`config.mk`:
```
export PLATFORM = sky130hd
export DESIGN_NAME = pwr_gate_ctrl
export DESIGN_NICKNAME = d
export VERILOG_FILES = /design/src/rtl/pwr_gate_pkg.sv /design/src/rtl/pwr_gate_reg.sv /design/src/rtl/pwr_gate_seq.sv /design/src/rtl/pwr_gate_out.sv /design/src/rtl/pwr_gate_ctrl.sv
export SDC_FILE = /design/constraint.sdc
export NUM_CORES = 1
export LEC_CHECK = 0
export ABC_AREA = 1
export BUFFER_PORTS_ARGS = -buffer_cell sky130_fd_sc_hd__buf_2
export CAP_MARGIN = 10
export CELL_PAD_IN_SITES_DETAIL_PLACEMENT = 0
export CELL_PAD_IN_SITES_GLOBAL_PLACEMENT = 1
export CORE_MARGIN = 3
export CORE_UTILIZATION = 27
export CTS_BUF_LIST = sky130_fd_sc_hd__clkbuf_8
export DETAILED_ROUTE_END_ITERATION = 8
export GPL_TIMING_DRIVEN = 0
export PLACE_DENSITY = 0.94
export SETUP_SLACK_MARGIN = 0.2
export SKIP_LAST_GASP = 1
export SLEW_MARGIN = 40
export SYNTH_ARGS = -nofsm -noshare
export SYNTH_HDL_FRONTEND = slang
export SYNTH_SLANG_ARGS = --single-unit
```
`constraint.sdc`:
```
create_clock -name clk -period 2.3 [get_ports clk]
set_input_delay 0.575 -clock clk [delete_from_list [all_inputs] [get_ports clk]]
set_output_delay 0.575 -clock clk [all_outputs]
set_load 0.02 [all_outputs]
```
`src/rtl/pwr_gate_pkg.sv`:
```
package pwr_gate_pkg;

  typedef enum logic [1:0] {
    PG_DOWN    = 2'd0,
    PG_STARTUP = 2'd1,
    PG_RUN     = 2'd2
  } pg_state_e;

  localparam logic [1:0] DLY_CFG_SERIAL = 2'b01;

  // Auxiliary clocks survive power-down only when fed from a live serial input
  function automatic logic aux_clk_keep(input logic aux_en, input logic adc_src,
                                        input logic sclk_ok, input logic lrck_ok);
    return aux_en & ~adc_src & sclk_ok & lrck_ok;
  endfunction

  // Delay output carries raw serial data in power-down only under full validity
  function automatic logic dly_pass(input logic aux_en, input logic [1:0] cfg,
                                    input logic adc_src, input logic sclk_ok,
                                    input logic lrck_ok, input logic sdata_ok);
    return aux_clk_keep(aux_en, adc_src, sclk_ok, lrck_ok) & sdata_ok &
           (cfg == DLY_CFG_SERIAL);
  endfunction

  // Last start-up cycle when the counter reaches limit-1
  function automatic logic startup_last(input int unsigned cnt, input int unsigned limit);
    return (cnt + 1) >= limit;
  endfunction

endpackage

```
`src/rtl/pwr_gate_reg.sv`:
```
module pwr_gate_reg (
  input  logic clk,
  input  logic rst_n,
  input  logic pd_we,
  input  logic pd_wdata,
  output logic pd_q,
  output logic pd_next
);

  // Value the bit takes at the coming edge; the sequencer acts on it directly
  always_comb begin
    pd_next = pd_we ? pd_wdata : pd_q;
  end

  always_ff @(posedge clk or negedge rst_n) begin
    if (!rst_n) begin
      pd_q <= 1'b1;
    end else begin
      pd_q <= pd_next;
    end
  end

endmodule

```
`src/rtl/pwr_gate_seq.sv`:
```
module pwr_gate_seq
  import pwr_gate_pkg::*;
#(
  parameter int unsigned STARTUP_CYCLES = 16,
  localparam int unsigned CNT_W = (STARTUP_CYCLES < 2) ? 1 : $clog2(STARTUP_CYCLES)
) (
  input  logic      clk,
  input  logic      rst_n,
  input  logic      pd_next,
  output pg_state_e state,
  output logic      startup_done
);

  pg_state_e        state_d;
  logic [CNT_W-1:0] cnt_q;
  logic [CNT_W-1:0] cnt_d;

  always_comb begin
    startup_done = (state == PG_STARTUP) &&
                   startup_last(int'(unsigned'(cnt_q)), STARTUP_CYCLES);
  end

  always_comb begin
    state_d = state;
    cnt_d   = '0;
    if (pd_next) begin
      state_d = PG_DOWN;
    end else begin
      unique case (state)
        PG_DOWN: begin
          state_d = PG_STARTUP;
        end
        PG_STARTUP: begin
          if (startup_done) begin
            state_d = PG_RUN;
          end else begin
            cnt_d = cnt_q + 1'b1;
          end
        end
        PG_RUN: begin
          state_d = PG_RUN;
        end
        default: begin
          state_d = PG_DOWN;
        end
      endcase
    end
  end

  always_ff @(posedge clk or negedge rst_n) begin
    if (!rst_n) begin
      state <= PG_DOWN;
      cnt_q <= '0;
    end else begin
      state <= state_d;
      cnt_q <= cnt_d;
    end
  end

endmodule

```
`src/rtl/pwr_gate_out.sv`:
```
module pwr_gate_out
  import pwr_gate_pkg::*;
#(
  parameter int unsigned N_CH = 4
) (
  input  pg_state_e         state,
  input  logic              hiz_sel,
  input  logic              aux_keep,
  input  logic              dly_keep,
  input  logic              ser_sdata,
  input  logic [N_CH-1:0]   pwr_pwm_in,
  input  logic [N_CH-1:0]   lgc_pwm_in,
  input  logic              aux_sdout_in,
  input  logic              aux_lrck_in,
  input  logic              aux_sclk_in,
  input  logic              dly_sdout_in,
  output logic [N_CH-1:0]   pwr_pwm_oe,
  output logic [N_CH-1:0]   pwr_pwm_o,
  output logic [N_CH-1:0]   lgc_pwm_oe,
  output logic [N_CH-1:0]   lgc_pwm_o,
  output logic              aux_sdout,
  output logic              aux_lrck,
  output logic              aux_sclk,
  output logic              dly_sdout
);

  logic in_down;
  logic in_run;

  always_comb begin
    in_down = (state == PG_DOWN);
    in_run  = (state == PG_RUN);
  end

  for (genvar ch = 0; ch < N_CH; ch++) begin : g_ch
    always_comb begin
      // Power stage: float when down, enabled-and-quiet in start-up
      pwr_pwm_oe[ch] = ~in_down;
      pwr_pwm_o[ch]  = in_run & pwr_pwm_in[ch];
      // Logic pins: hold low or float when down per hiz_sel
      lgc_pwm_oe[ch] = in_down ? hiz_sel : 1'b1;
      lgc_pwm_o[ch]  = in_run & lgc_pwm_in[ch];
    end
  end

  always_comb begin
    if (in_down) begin
      aux_sdout = 1'b0;
      aux_lrck  = aux_keep & aux_lrck_in;
      aux_sclk  = aux_keep & aux_sclk_in;
      dly_sdout = dly_keep & ser_sdata;
    end else begin
      aux_sdout = aux_sdout_in;
      aux_lrck  = aux_lrck_in;
      aux_sclk  = aux_sclk_in;
      dly_sdout = dly_sdout_in;
    end
  end

endmodule

```
`src/rtl/pwr_gate_ctrl.sv`:
```
module pwr_gate_ctrl
  import pwr_gate_pkg::*;
#(
  parameter int unsigned N_CH           = 4,
  parameter int unsigned STARTUP_CYCLES = 16
) (
  input  logic            clk,
  input  logic            rst_n,
  input  logic            pd_we,
  input  logic            pd_wdata,
  input  logic            hiz_sel,
  input  logic            aux_en,
  input  logic            adc_src,
  input  logic [1:0]      dly_cfg,
  input  logic            sclk_ok,
  input  logic            lrck_ok,
  input  logic            sdata_ok,
  input  logic            ser_sdata,
  input  logic [N_CH-1:0] pwr_pwm_in,
  input  logic [N_CH-1:0] lgc_pwm_in,
  input  logic            aux_sdout_in,
  input  logic            aux_lrck_in,
  input  logic            aux_sclk_in,
  input  logic            dly_sdout_in,
  output logic [N_CH-1:0] pwr_pwm_oe,
  output logic [N_CH-1:0] pwr_pwm_o,
  output logic [N_CH-1:0] lgc_pwm_oe,
  output logic [N_CH-1:0] lgc_pwm_o,
  output logic            aux_sdout,
  output logic            aux_lrck,
  output logic            aux_sclk,
  output logic            dly_sdout
);

  logic      pd_q;
  logic      pd_next;
  pg_state_e state;
  logic      startup_done;

  // Named internal events, used by the bound checker
  logic st_down;
  logic st_startup;
  logic st_run;
  logic aux_keep;
  logic dly_keep;

  always_comb begin
    st_down    = (state == PG_DOWN);
    st_startup = (state == PG_STARTUP);
    st_run     = (state == PG_RUN);
    aux_keep   = aux_clk_keep(aux_en, adc_src, sclk_ok, lrck_ok);
    dly_keep   = dly_pass(aux_en, dly_cfg, adc_src, sclk_ok, lrck_ok, sdata_ok);
  end

  pwr_gate_reg u_reg (
    .clk      (clk),
    .rst_n    (rst_n),
    .pd_we    (pd_we),
    .pd_wdata (pd_wdata),
    .pd_q     (pd_q),
    .pd_next  (pd_next)
  );

  pwr_gate_seq #(
    .STARTUP_CYCLES (STARTUP_CYCLES)
  ) u_seq (
    .clk          (clk),
    .rst_n        (rst_n),
    .pd_next      (pd_next),
    .state        (state),
    .startup_done (startup_done)
  );

  pwr_gate_out #(
    .N_CH (N_CH)
  ) u_out (
    .state        (state),
    .hiz_sel      (hiz_sel),
    .aux_keep     (aux_keep),
    .dly_keep     (dly_keep),
    .ser_sdata    (ser_sdata),
    .pwr_pwm_in   (pwr_pwm_in),
    .lgc_pwm_in   (lgc_pwm_in),
    .aux_sdout_in (aux_sdout_in),
    .aux_lrck_in  (aux_lrck_in),
    .aux_sclk_in  (aux_sclk_in),
    .dly_sdout_in (dly_sdout_in),
    .pwr_pwm_oe   (pwr_pwm_oe),
    .pwr_pwm_o    (pwr_pwm_o),
    .lgc_pwm_oe   (lgc_pwm_oe),
    .lgc_pwm_o    (lgc_pwm_o),
    .aux_sdout    (aux_sdout),
    .aux_lrck     (aux_lrck),
    .aux_sclk     (aux_sclk),
    .dly_sdout    (dly_sdout)
  );

endmodule

```
==> out/qor.yml, run 1 <==
global_routing:
  use_met1: 0.129
  top_usage_layer: "met2"
  antenna_found_initial: 0
  overflow: 0
  grt.total_usage: 0.104
  grt_pass1_vias: 506
  grt_max_degree: 9
  grt_pass1_wl_mm: 2.06
  met3_usage: 0.0612
  gr-usage-met2: 0.148
setup_path:
  cp_slowest_cell: "dfrtp_1"
  cp_max_fo: 6
  required_ns: 1.73
  cpPeakStageDelay_ns: 0.40
  reg2reg_setup_slack_ns: 1.22
  critical_path_class: "flop to output port"
  end_kind: "output port"
  arrival_ns: 1.45
  cp_cell_sequence: "inv_2 -> ha_4 -> inv_2 -> or2_4 -> buf_4 -> buf_2"
  crit_path_start_kind: "flop"
  cp_common_cell: "inv_2"
logic_synthesis:
  syn_nets: 108
  synth_warnings: 0
  syn_avg_cell_area_um2: 7.03
  synth_area_um2: 556
  synthCells: 79
  synth_top_area_cell: "dfrtp_1"
  synthTopCellsByArea: "dfrtp_1 27%, inv_1 14%, nand2_1 13%, ha_1 9.0%, buf_4 8.1%"
  ys_ff_latch: 7
  synth.top_cell.area_share: 0.270
  yosysUniqueCellTypes: 17
  synth-seq-area-share: 0.318
sta:
  tightest_slew_ns: 0.186
  slew_headroom: 0.876
  slew_violations: 0
  rsz0062_at_grt: "false"
  tns_ns: 0
  fin_crit_ns: 2.03
  hold_viol_final: 0
  skew_ns: 0.00420
  fin_ws_ns: 0.270
  max_freq_ghz: 0.493
  setup_viol: 0
  finalCritPeriodShare: 0.883
job:
  maxCapViolCount: 0
route:
  vias: 602
  drtAntennaViolNets: 0
  drc: 0
  first_pass_iters: 4
  totalWireLength_mm: 1.27
  vias_per_cell: 3.93
  drt-initial-drc-count: 4
  wl_per_cell_um: 8.29
clocking:
  cts.clk_slew.worst_paths_ns: 0.04
  clock_latency_ns: 0.23
  cts_root_buf: "clkbuf_8"
  numCtsBuffers: 3
  ctsHtreeMaxLevel: 1
  cts_tree: "built"
  clk_path_buf_depth: 2
  cts_hold_repair.buffers: 0
  cts_sinks: 7
floorplan:
  die_h_um: 51.4
  coreArea_um2: 1840
  initial_core_util: 0.302
  rows: 15
  dieArea_um2: 2640
  ioPinCount: 45
  die-width_um: 51.4
pwr:
  switchingPower_mw: 0.421
  switching_share: 0.447
  peakVddDrop_uv: 472
  seqPwrFrac: 0.175
  p_int_mw: 0.521
  p_comb_frac: 0.647
  power_leakage_nw: 0.588
  power.share.clock: 0.178
  p_per_area_nw_per_um2: 1080
  total_power_mw: 0.942
layout:
  final_cell_mix: "45 x buf_2, 19 x nand2_1, 18 x inv_1, 7 x buf_4"
  fin_nets: 158
  fillers: 201
  n_antenna_cell: 0
  fin_cells: 153
  drive_above_1_share: 0.500
  seqCellArea_um2: 176
  mostFrequentLayoutCell: "buf_2"
  syn2layout_area_growth_pct: 57.4
  multi_input_area_um2: 269
  postLayoutCoreUtil: 0.476
placement:
  dp.cells: 148
  finalWeightedCongestion: 0.633
  post-place-ws_ns: 0.308
  dpl.hpwl_mm: 1.05
  port_buffers: 44
worst_hold_path:
  hold_path_class: "primary input to async pin"
outcome:
  status: "completed"
-- synth_stat cells --
master and number:
buf_2 1, or2_1 1, nand2_4 1, ha_1 4, xnor2_1 1, a21boi_0 2, dfstp_2 1, nand3_1 4
nand2_2 1, nand3_2 1, nand4_1 4, dfrtp_1 6, nor2_1 6, nand2_1 19, nand3b_1 1, inv_1 20
buf_4 6
-- final timing paths --
kind	depth (start not counted)	end	start
worst max-delay path	6	lgc_pwm_oe[2]	u_seq.state[1]
worst min-delay path	1	u_seq.cnt_q[2]	rst_n
worst max register to register	4	u_seq.cnt_q[0]	u_seq.state[1]
worst min register to register	1	u_seq.cnt_q[0]	u_seq.cnt_q[0]
max in group asynchronous	1	u_reg.pd_q	rst_n
min in group clk	1	u_seq.cnt_q[0]	u_seq.cnt_q[0]
-- power by group through the flow --
stage / Combinational, mW / Clock (mW) / Sequential, mW
finish: 0.610 / 0.168 / 0.165
global route: 0.674 / 0.181 / 0.168
CTS: 0.587 / 0.173 / 0.165
detailed placement: 0.561 / 0 / 0.164
global placement: 0.555 / 0 / 0.162
floorplan: 0.397 / 0 / 0.160
-- final cells by class --
class                      instances  share of cell area
inverter                          20              0.0858
buffer                             7              0.0572
tap                               25              0.0358
timing repair buffer              45               0.260
sequential                         7               0.202
clock buffer                       3              0.0472
clock inverter                     1             0.00429
multi-input combinational         45               0.308
-- routing by layer --
layer | part of all wire | up-vias
li1 | - | 328
met1 | 0.43 | 235
met2 | 0.41 | 35
met3 | 0.14 | 4
met4 | 0.017 | 0
met5 | 0 | -
-- critical path, delay by kind of cell (launching register included) --
kind | cells | cell delay [ns]
flip-flops | 1 | 0.40
buffers and inverters | 4 | 0.44
AND/OR/NAND/NOR | 1 | 0.23
adder cells (fa/ha/maj) | 1 | 0.16
-- sequential cells by signal, indices dropped and copies added, names as in the netlist --
| signal | count |
|---|---|
| u_reg.pd_q | 1 |
| u_seq.cnt_q | 4 |
| u_seq.state | 2 |
-- kinds of logic (layout without fill, tap and decap cells) --
family / Yosys count / in the layout / synth area share
compound gates: 2 / 2 / 0.0270
flops: 7 / 7 / 0.318
simple gates: 38 / 38 / 0.324
buf+inv: 27 / 76 / 0.225
xor+xnor: 1 / 1 / 0.0158
fa+ha+maj: 4 / 4 / 0.0901
-- through the flow --
step	area [µm²]	hold WS (ns)
after floorplan	556	0.279
after global placement	807	0.411
after detailed placement	807	0.419
after CTS	865	0.175
after global routing	875	0.178
final	875	0.173
-- timing repair --
action	CTS	global route
pin swaps	0	1
resized for setup	4	2
endpoints found under the setup margin	4	3
setup buffers	0	1
Note: power is estimated with default switching activity, not from simulation.
==> run 2, diff against run 1 <==
Settings changed: ABC_AREA 1 to default, CORE_UTILIZATION 27 to 28.
==> out/qor.yml, run 2 <==
sta:
  hold_viol_final: 0  # unchanged
  tns_ns: 0  # unchanged
  finalCritPeriodShare: 0.861  # -0.0216
  rsz0062_at_grt: "false"
  skew_ns: 0.00355  # -0.000653 ns
  fin_crit_ns: 1.98  # -0.0496 ns
  slew_violations: 0  # unchanged
  slew_headroom: 0.879  # +0.00249
  max_freq_ghz: 0.505  # +2.5%
  tightest_slew_ns: 0.177  # -0.00879 ns
  setup_viol: 0  # unchanged
logic_synthesis:
  syn_nets: 88  # -19%
  synthTopCellsByArea: "dfrtp_1 28%, and2_1 12%, ha_1 9.4%, buf_4 8.5%, dfstp_2 4.9%"
  ys_ff_latch: 7  # unchanged
  synth-seq-area-share: 0.332  # +0.0142
  syn_avg_cell_area_um2: 9.01  # +28%
  netlist_top_cells_count: "10 x and2_1, 6 x buf_4, 6 x dfrtp_1, 6 x inv_1, 4 x ha_1"
  yosysUniqueCellTypes: 22  # +5
  synth.most_common_cell: "and2_1"
  synth-edff-count: 0  # unchanged
  synth.top_cell.area_share: 0.282  # +0.0121
  async_flop_share: 1.00  # unchanged
  synthCells: 59  # -25%
  synth_ff_type: "dfrtp_1"
  synth_top_area_cell: "dfrtp_1"
  synth_warnings: 0  # unchanged
  synth_area_um2: 532  # -4.3%
layout:
  n_antenna_cell: 0  # unchanged
  fillers: 188  # -6.5%
  final_cell_mix: "43 x buf_2, 10 x and2_1, 7 x buf_4, 6 x dfrtp_1, 5 x inv_1"
  drive_above_1_share: 0.598  # +0.0981
  multi_input_area_um2: 305  # +13%
  seqCellArea_um2: 176  # unchanged
  syn2layout_area_growth_pct: 59.5
  largest_register_ff_count: 4  # unchanged
  fin_cells: 132  # -14%
  mostFrequentLayoutCell: "buf_2"
  top_regs: "u_seq.cnt_q (4), u_seq.state (2), u_reg.pd_q (1)"
  final_area_um2: 848  # -3.0%
  top_register: "u_seq.cnt_q"
  fin_nets: 137  # -13%
placement:
  dp.cells: 128  # -14%
  dpl_cell_area_um2: 783  # -2.9%
  port_buffers: 44  # unchanged
  finalWeightedCongestion: 0.713  # +13%
  dpl.hpwl_mm: 1.11  # +6.0%
setup_path:
  end_kind: "output port"
  required_ns: 1.73  # about the same
  cp_slowest_cell: "dfrtp_1"
  cpPeakStageDelay_ns: 0.40  # about the same
  cp_cell_sequence: "inv_2 -> ha_4 -> inv_1 -> nor3_2 -> a21o_1 -> buf_4"
  critical_path_class: "flop to output port"
  arrival_ns: 1.41  # -0.04 ns
  crit_path_start_kind: "flop"
  cp_max_fo: 6  # unchanged
  reg2reg_setup_slack_ns: 1.13  # -0.09 ns
  critPathBufInv: 3  # -1
  path_delay_family: "flip-flops"
global_routing:
  overflow: 0  # unchanged
  grt.total_usage: 0.108  # +0.00310
  antenna_found_initial: 0  # unchanged
  grt_max_degree: 9  # unchanged
  grt_pass1_vias: 532  # +5.1%
  grt_pass1_wl_mm: 2.11  # +2.3%
route:
  wl_met3_um: 97  # -47%
  totalWireLength_mm: 1.33  # +5.1%
  drt-initial-drc-count: 3  # -1
  first_pass_iters: 4  # unchanged
  drtAntennaViolNets: 0  # unchanged
  wl_met2_um: 736  # +42%
  top_layer_used: "met4"
  drc: 0  # unchanged
  vias_per_cell: 4.23  # +7.4%
  vias: 558  # -7.3%
  wl_per_cell_um: 10.1  # +22%
  wirelength_met1_um: 485  # -11%
pwr:
  p_per_area_nw_per_um2: 1120  # +3.6%
  switching_share: 0.444  # -0.00313
  power.share.clock: 0.174  # -0.004
  switchingPower_mw: 0.420  # -0.22%
  peakVddDrop_uv: 436  # -7.7%
  p_comb_frac: 0.648  # about the same
  p_int_mw: 0.526  # +1.0%
  total_power_mw: 0.946  # +0.48%
  power_leakage_nw: 0.466  # -21%
  seqPwrFrac: 0.178  # +0.003
floorplan:
  die-width_um: 49.6  # -3.5%
  die_h_um: 49.6  # -3.5%
  ioPinCount: 45  # unchanged
  rows: 15  # unchanged
  initial_core_util: 0.301  # -0.000622
  dieArea_um2: 2460  # -6.8%
  coreArea_um2: 1760  # -4.1%
clocking:
  cts_root_buf: "clkbuf_8"
  cts_tree: "built"
  numCtsBuffers: 3  # unchanged
  cts_setup_buffers: 0  # unchanged
  clk_path_buf_depth: 2  # unchanged
  cts_sinks: 7  # unchanged
  cts.clk_slew.worst_paths_ns: 0.04  # about the same
  clock_latency_ns: 0.22  # about the same
  ctsHtreeMaxLevel: 1  # unchanged
job:
  maxCapViolCount: 0  # unchanged
worst_hold_path:
  hold_path_class: "primary input to async pin"
outcome:
  status: "completed"
run 2: cell type report:
type                    count  area share
plain buffers               6      0.0531
inverters                   6      0.0265
well taps                  25      0.0369
clock buffers               3      0.0487
clock inverters             1     0.00442
repair buffers             44       0.263
flip-flops and latches      7       0.208
multi-input cells          40       0.360
run 2: through the flow:
stage                     setup WS, ns   util  hold slack, ns
final                            0.320  0.481           0.179
after global routing             0.198  0.481           0.174
after CTS                        0.213  0.471           0.179
after detailed placement         0.405  0.444           0.416
after global placement           0.426  0.444           0.412
after floorplan                  0.484      -           0.279
run 2: cell families after synthesis:
logic type | share of synthesized area
compound gates | 0.108
xor+xnor | 0.0165
fa+ha+maj | 0.0941
buf+inv | 0.127
flops | 0.332
mux | 0.0188
simple gates | 0.304
run 2: routing by layer:
layer  GRT usage  up-vias
met5           0        -
met3      0.0302        2
met4      0.0369        0
met1       0.110      251
li1            -      285
met2       0.205       20
run 2: worst paths after layout:
| path | startpoint | to | cells after the start |
|---|---|---|---|
| setup / recovery | u_seq.state[0] | dly_sdout | 6 |
| hold reg to reg | u_seq.cnt_q[0] | u_seq.cnt_q[0] | 1 |
| setup reg to reg | u_seq.cnt_q[0] | u_seq.state[1] | 4 |
| max in group asynchronous | rst_n | u_reg.pd_q | 1 |
| min in group clk | u_seq.cnt_q[0] | u_seq.cnt_q[0] | 1 |
| hold / removal | rst_n | u_seq.cnt_q[0] | 1 |
run 2: what timing repair did:
item | in CTS | in global routing
setup endpoints to repair | 1 | 1
pin swaps | 0 | 0
endpoints found under the hold margin | 0 | 0
gates resized for setup | 1 | 5
gates cloned | 0 | 0
hold buffers | 0 | 0
run 2: power by group through the flow:
stage / Clock (mW) / Combinational (mW) / Sequential (mW)
2_1_floorplan: 0 / 0.422 / 0.162
3_3_place_gp: 0 / 0.579 / 0.165
3_5_place_dp: 0 / 0.585 / 0.167
4_1_cts: 0.168 / 0.591 / 0.165
5_1_grt: 0.179 / 0.663 / 0.172
6_report: 0.165 / 0.613 / 0.168
==> run 3, diff against run 2 <==
Settings changed: CORE_UTILIZATION 28 to 26, PLACE_DENSITY 0.94 to 0.89.
Clock period 2.3 ns to 2.2 ns, I/O delays scaled along.
==> out/qor.yml, run 3 (synthesized netlist as in run 2, its figures left out) <==
sta:
  setup_viol: 0  # unchanged
  skew_ns: 0.00348  # -0.0000701 ns
  fin_crit_ns: 1.90
  max_freq_ghz: 0.526
  slew_headroom: 0.874  # -0.00491
  rsz0062_at_grt: "false"
  hold_viol_final: 0  # unchanged
  whs_ns: 0.149  # -0.0300 ns
  tightest_slew_ns: 0.184  # +0.00715 ns
  finalCritPeriodShare: 0.864
  tns_ns: 0  # unchanged
  slew_violations: 0  # unchanged
  fin_ws_ns: 0.300  # -0.0200 ns
setup_path:
  r2r_end: "u_seq.state[0]"
  rr_startpoint: "u_seq.cnt_q[0]"
  arrival_ns: 1.35  # -0.06 ns
  crit_path_start_kind: "flop"
  end_kind: "output port"
  cp_slowest_cell: "dfrtp_1"
  cp_cell_sequence: "inv_2 -> ha_4 -> inv_2 -> nor3_2 -> a21o_1 -> buf_2"
  cp_common_cell: "inv_2"
  reg2reg_setup_slack_ns: 1.05  # -0.08 ns
  cp_max_fo: 6  # unchanged
  cpPeakStageDelay_ns: 0.39  # about the same
  required_ns: 1.65  # -0.08 ns
  critical_path_class: "flop to output port"
  reg2reg_depth: 4  # unchanged
route:
  wl_per_cell_um: 10.3  # +1.4%
  wl_met3_um: 155  # +60%
  drtAntennaViolNets: 0  # unchanged
  drt-initial-drc-count: 6  # +3
  first_pass_iters: 2  # -2
  wirelength_met1_um: 540  # +11%
  top_layer_used: "met3"
  totalWireLength_mm: 1.35  # +1.4%
  vias: 551  # -1.3%
  drc: 0  # unchanged
  wl_met2_um: 657  # -11%
  vias_per_cell: 4.17  # -1.3%
layout:
  n_antenna_cell: 0  # unchanged
  final_cell_mix: "44 x buf_2, 10 x and2_1, 6 x buf_4, 6 x dfrtp_1, 4 x inv_1"
  largest_register_ff_count: 4  # unchanged
  syn2layout_area_growth_pct: 59.1
  top_register: "u_seq.cnt_q"
  mostFrequentLayoutCell: "buf_2"
  top_regs: "u_seq.cnt_q (4), u_seq.state (2), u_reg.pd_q (1)"
  drive_above_1_share: 0.607  # +0.00935
  fin_nets: 137  # unchanged
pwr:
  power.share.clock: 0.179  # +0.005
  p_comb_frac: 0.645  # -0.003
  p_int_mw: 0.551  # +4.7%
  p_per_area_nw_per_um2: 1170  # +5.1%
  switching_share: 0.444  # about the same
  switchingPower_mw: 0.440  # +4.8%
  seqPwrFrac: 0.176  # -0.002
  peakVddDrop_uv: 664  # +52%
  power_leakage_nw: 0.465  # -0.36%
placement:
  post-place-ws_ns: 0.336  # -0.0687 ns
  dpl.hpwl_mm: 1.12  # +0.98%
  finalWeightedCongestion: 0.715  # +0.31%
  port_buffers: 44  # unchanged
clocking:
  cts_sinks: 7  # unchanged
  cts_hold_repair.buffers: 0  # unchanged
  clock_latency_ns: 0.23  # about the same
  ctsHtreeMaxLevel: 1  # unchanged
  numCtsBuffers: 3  # unchanged
  cts.clk_slew.worst_paths_ns: 0.04  # about the same
  clk_path_buf_depth: 2  # unchanged
  cts_tree: "built"
  cts_root_buf: "clkbuf_8"
floorplan:
  die_h_um: 51.2  # +3.3%
  dieArea_um2: 2620  # +6.7%
  ioPinCount: 45  # unchanged
  rows: 15  # unchanged
  coreArea_um2: 1820  # +3.2%
  initial_core_util: 0.292  # -0.00932
  die-width_um: 51.2  # +3.3%
global_routing:
  grt_pass1_wl_mm: 2.03  # -3.9%
  antenna_found_initial: 0  # unchanged
  grt_pass1_vias: 479  # -10%
  overflow: 0  # unchanged
  grt.total_usage: 0.100  # -0.00759
  grt_max_degree: 9  # unchanged
job:
  maxCapViolCount: 0  # unchanged
worst_hold_path:
  hold_path_class: "primary input to async pin"
outcome:
  status: "completed"
[run 3: through the flow]
| step | total power [mW] | std cells | cell area, µm² | util |
|---|---|---|---|---|
| 2_1_floorplan | 0.611 | 59 | 532 | - |
| 3_3_place_gp | 0.780 | 128 | 783 | 0.430 |
| 3_5_place_dp | 0.785 | 128 | 783 | 0.430 |
| 4_1_cts | 0.999 | 132 | 841 | 0.462 |
| 5_1_grt | 1.06 | 132 | 846 | 0.465 |
| 6_report | 0.991 | 132 | 846 | 0.465 |
[run 3: worst max-delay path: cells and delay by family (launching register included)]
family | cells | cell delay, ns
DFF | 1 | 0.39
buffers and inverters | 3 | 0.31
adders and majority gates | 1 | 0.17
and+or+nand+nor | 1 | 0.16
AOI/OAI and AO/OA | 1 | 0.09
[run 3: routing by layer]
metal / vias to the layer above / GRT usage
met3: 0 / 0.0466
met5: - / 0
met4: 0 / 0.0131
met1: 240 / 0.120
met2: 23 / 0.167
li1: 288 / -
[run 3: what timing repair did]
item / 4_1_cts / 5_1_grt
setup buffers: 0 / 0
resized for setup: 4 / 2
setup endpoints to repair: 1 / 1
[run 3: worst max-delay path by stage]
stage	startpoint	end	slack [ns]	cells after the start
3_5_place_dp	u_seq.state[1]	dly_sdout	0.34	6
3_3_place_gp	u_seq.state[0]	dly_sdout	0.36	6
6_report	u_seq.state[0]	dly_sdout	0.30	6
2_1_floorplan	u_seq.state[0]	dly_sdout	0.41	5
4_1_cts	u_seq.state[0]	dly_sdout	0.22	6
5_1_grt	u_seq.state[0]	dly_sdout	0.23	6
[run 3: cell type report]
type / instances / area, µm²
flip-flops and latches: 7 / 176
well taps: 25 / 31.3
repair buffers: 44 / 220
multi-input cells: 40 / 305
fillers: 183 / 975
plain buffers: 6 / 45.0
clock buffers: 3 / 41.3
clock inverters: 1 / 3.75
inverters: 6 / 22.5
[run 3: power groups by stage]
stage / registers, mW / clock network [mW] / logic (mW)
after floorplan: 0.170 / 0 / 0.441
after global placement: 0.173 / 0 / 0.607
after detailed placement: 0.173 / 0 / 0.612
after CTS: 0.175 / 0.180 / 0.643
after global routing: 0.178 / 0.185 / 0.697
final: 0.174 / 0.178 / 0.639
